## config.mk

```make
export PLATFORM = sky130hd
export DESIGN_NAME = sym_weight_cascade
export DESIGN_NICKNAME = d
export VERILOG_FILES = /design/src/rtl/rev_peres3.sv /design/src/rtl/sym_weight_cascade.sv
export SDC_FILE = /design/constraint.sdc
export NUM_CORES = 1
export LEC_CHECK = 0
export BUFFER_PORTS_ARGS = -buffer_cell sky130_fd_sc_hd__buf_2
export CAP_MARGIN = 20
export CELL_PAD_IN_SITES_DETAIL_PLACEMENT = 1
export CELL_PAD_IN_SITES_GLOBAL_PLACEMENT = 1
export CORE_MARGIN = 2
export CORE_UTILIZATION = 25
export DETAILED_ROUTE_END_ITERATION = 16
export GPL_TIMING_DRIVEN = 0
export PLACE_DENSITY = 0.76
export SYNTH_ARGS = -nofsm -noshare
export SYNTH_HDL_FRONTEND = slang
export SYNTH_HIERARCHICAL = 1
export SYNTH_SLANG_ARGS = --single-unit
```

## constraint.sdc

```tcl
create_clock -name vclk -period 6
set_clock_uncertainty 0.2 [all_clocks]
set_input_delay 0.3 -clock vclk [all_inputs]
set_output_delay 0.3 -clock vclk [all_outputs]
set_load 0.01 [all_outputs]
```

## src/rtl/rev_peres3.sv

```systemverilog
module rev_peres3 (
  input  logic a,
  input  logic b,
  input  logic c,
  output logic p,
  output logic q,
  output logic r
);
  assign p = a;
  assign q = a ^ b;
  assign r = c ^ (a & b);
endmodule

```

## src/rtl/sym_weight_cascade.sv

```systemverilog
module sym_weight_cascade #(
  parameter  int NUM_IN = 16,
  localparam int ROWS   = $clog2(NUM_IN + 1),
  localparam int CL     = $clog2(NUM_IN),
  localparam int FL     = $clog2(NUM_IN + 1) - 1,
  localparam int GW     = NUM_IN * CL - NUM_IN - (1 << CL) + FL + 2
) (
  input  logic [NUM_IN-1:0] x,
  output logic [ROWS-1:0]   weight,
  output logic [GW-1:0]     garb
);

  function automatic int rows_at(int m);
    return $clog2(m + 1);
  endfunction

  function automatic int gates_at(int m);
    return (((m + 1) & m) == 0) ? rows_at(m) : rows_at(m) - 1;
  endfunction

  function automatic int base_at(int m);
    int s = 0;
    for (int i = 1; i < m; i++) s += gates_at(i);
    return s;
  endfunction

  logic [ROWS-1:0] st [NUM_IN];

  assign st[0] = {{(ROWS-1){1'b0}}, x[0]};

  for (genvar m = 1; m < NUM_IN; m++) begin : g_lvl
    localparam int KM     = rows_at(m);
    localparam bit NEWROW = (((m + 1) & m) == 0);
    localparam int NG     = NEWROW ? KM : KM - 1;
    localparam int OFF    = base_at(m);

    logic [NG:0] cy;
    assign cy[0] = x[m];

    for (genvar r = 0; r < ROWS; r++) begin : g_row
      if (r < NG) begin : g_gate
        logic c_in;
        if (!NEWROW && r == NG - 1) begin : g_top
          assign c_in = st[m-1][r+1];
        end else begin : g_anc
          assign c_in = 1'b0;
        end
        rev_peres3 u_pg (
          .a(st[m-1][r]),
          .b(cy[r]),
          .c(c_in),
          .p(garb[OFF+r]),
          .q(st[m][r]),
          .r(cy[r+1])
        );
      end else if (r == NG) begin : g_take
        assign st[m][r] = cy[r];
      end else begin : g_pass
        assign st[m][r] = st[m-1][r];
      end
    end
  end

  assign weight = st[NUM_IN-1];

endmodule

```

==> flow_summary.ini <==
[run_status]
outcome = finished, final reports clean

[die]
fp.dieH_um = 71.38
coreArea_um2 = 4354
initial_core_util = 0.2606
die_w_um = 71.38
ioPinCount = 59
dieArea_um2 = 5094
fp-row-count = 24

[global_route]
grt_overflow = 0
antenna_found_initial = 0
grt_pass1_wl_um = 4781
grt_pass1_vias = 1092
grt_start_max_net_pins = 3
grt_usage = 0.1142

[timing]
post-route-min-period_ns = 5.915
rsz0062_at_grt = yes
setup_viol = 0
finalWorstSetupSlack_ns = 0.08455
hold_viol = 0
timing.final.crit_share = 0.9859
max_freq_mhz = 169.0
setup_tns_ns = 0
slew_viol_final = 0

[cells_and_area]
nNetsFinal = 266
num_antenna_cells = 0
instances_no_fill = 262
nClkBuffers = 0
fill_cells = 481
nFlopsAndLatches = 0
finish.utilization = 0.5276
seq_area_um2 = 0
area_delta_synth_final_pct = 102.4
multi_input_area_um2 = 1554
drive_gt1_frac = 0.7810

[yosys]
ys_types = 4
avgSynthCellArea_um2 = 9.457
syn-cell-area_um2 = 1135
yosysWarningCount = 6
synth_cells = 120
ys_seq_area_frac = 0

[clock_network]
postCtsHoldBufs = 0

[critical_path]
worstSetupPathType = input pin to primary output
startpoint_type = input pin
critPathRequiredTime_ns = 5.50
cp-end-kind = primary output
crit_fanout = 2
critPathArrivalTime_ns = 5.42

[detailed_routing]
drtPass1Iterations = 2
viasPerCell = 3.744
drc = 0
drt_iter0_markers = 12
ant_nets = 0
drt_wl_total_um = 3362
vias = 981
detail_route.wl_per_cell_um = 12.83

[place]
hpwl_um = 2007
place_congestion = 0.6673
numPortBuffers = 59
dp.cells = 257
dp_worst_setup_slack_ns = -0.6560

[flow_run]
drv_cap = 0

[worst_hold_path]
hp-class = input pin to primary output
==> worst paths after layout <==
kind / start / end / depth (start not counted)
hold / removal: x[0] / garb[0] / 3
setup / recovery: x[0] / weight[4] / 24
==> worst max-delay path, stage by stage <==
cell    delay [ns]
buf_8         0.10
ha_4          0.27
ha_4          0.20
ha_4          0.16
xor2_1        0.16
ha_1          0.34
ha_4          0.30
ha_4          0.20
ha_4          0.28
ha_4          0.21
ha_4          0.25
ha_4          0.25
ha_4          0.26
ha_4          0.26
ha_4          0.25
ha_4          0.28
ha_4          0.21
ha_4          0.18
xor2_4        0.18
ha_4          0.16
xor2_2        0.14
ha_2          0.18
xor2_1        0.15
buf_2         0.13
==> cell usage after synthesis <==
cell	instances	area share
ha_1	38	0.42
buf_4	43	0.28
conb_1	1	0.0033
xor2_1	38	0.29
==> cell families (layout without fill, tap and decap cells) <==
kind of cell,after synthesis,after routing,share of synthesized area
xor gates and xnor gates,38,38,0.2933
buffers and inverters,43,107,0.2845
other,1,27,0.003304
adders and majority gates,38,38,0.4190
==> through the flow <==
stage / area, µm² / hold slack, ns
after CTS: 2136 / 0.6794
after floorplan: 1305 / 0.4918
after detailed placement: 1665 / 0.7302
after global routing: 2297 / 0.6969
after global placement: 1665 / 0.7222
final: 2297 / 0.6841
==> timing repair <==
action,4_1_cts,5_1_grt
setup endpoints to repair,5,2
gates resized for setup,44,17
setup buffers,5,2
pin swaps,25,31
==> final cells by class <==
cell class         instances  share of cell area
well taps                 52             0.02832
repair buffers            66              0.1612
plain buffers             41              0.1340
multi-input cells        103              0.6765
==> metal layers <==
metal  up-vias  wire length (µm)  track usage  part of all wire
met2        21              2118       0.2572              0.63
met4         0                 0            0                 0
met1       468              1146       0.1177              0.34
li1        492                 -            -                 -
met3         0                98     0.005626             0.029
met5         -                 0            0                 0
==> placed cells by master, fill, tap and decap left out, drive strengths merged <==
master / count
buf: 107
xor2: 38
conb: 27
ha: 38
Power is left out: the tool's default activity adds up to more than one toggle a clock period on the data nets, which glitch-free logic cannot reach.
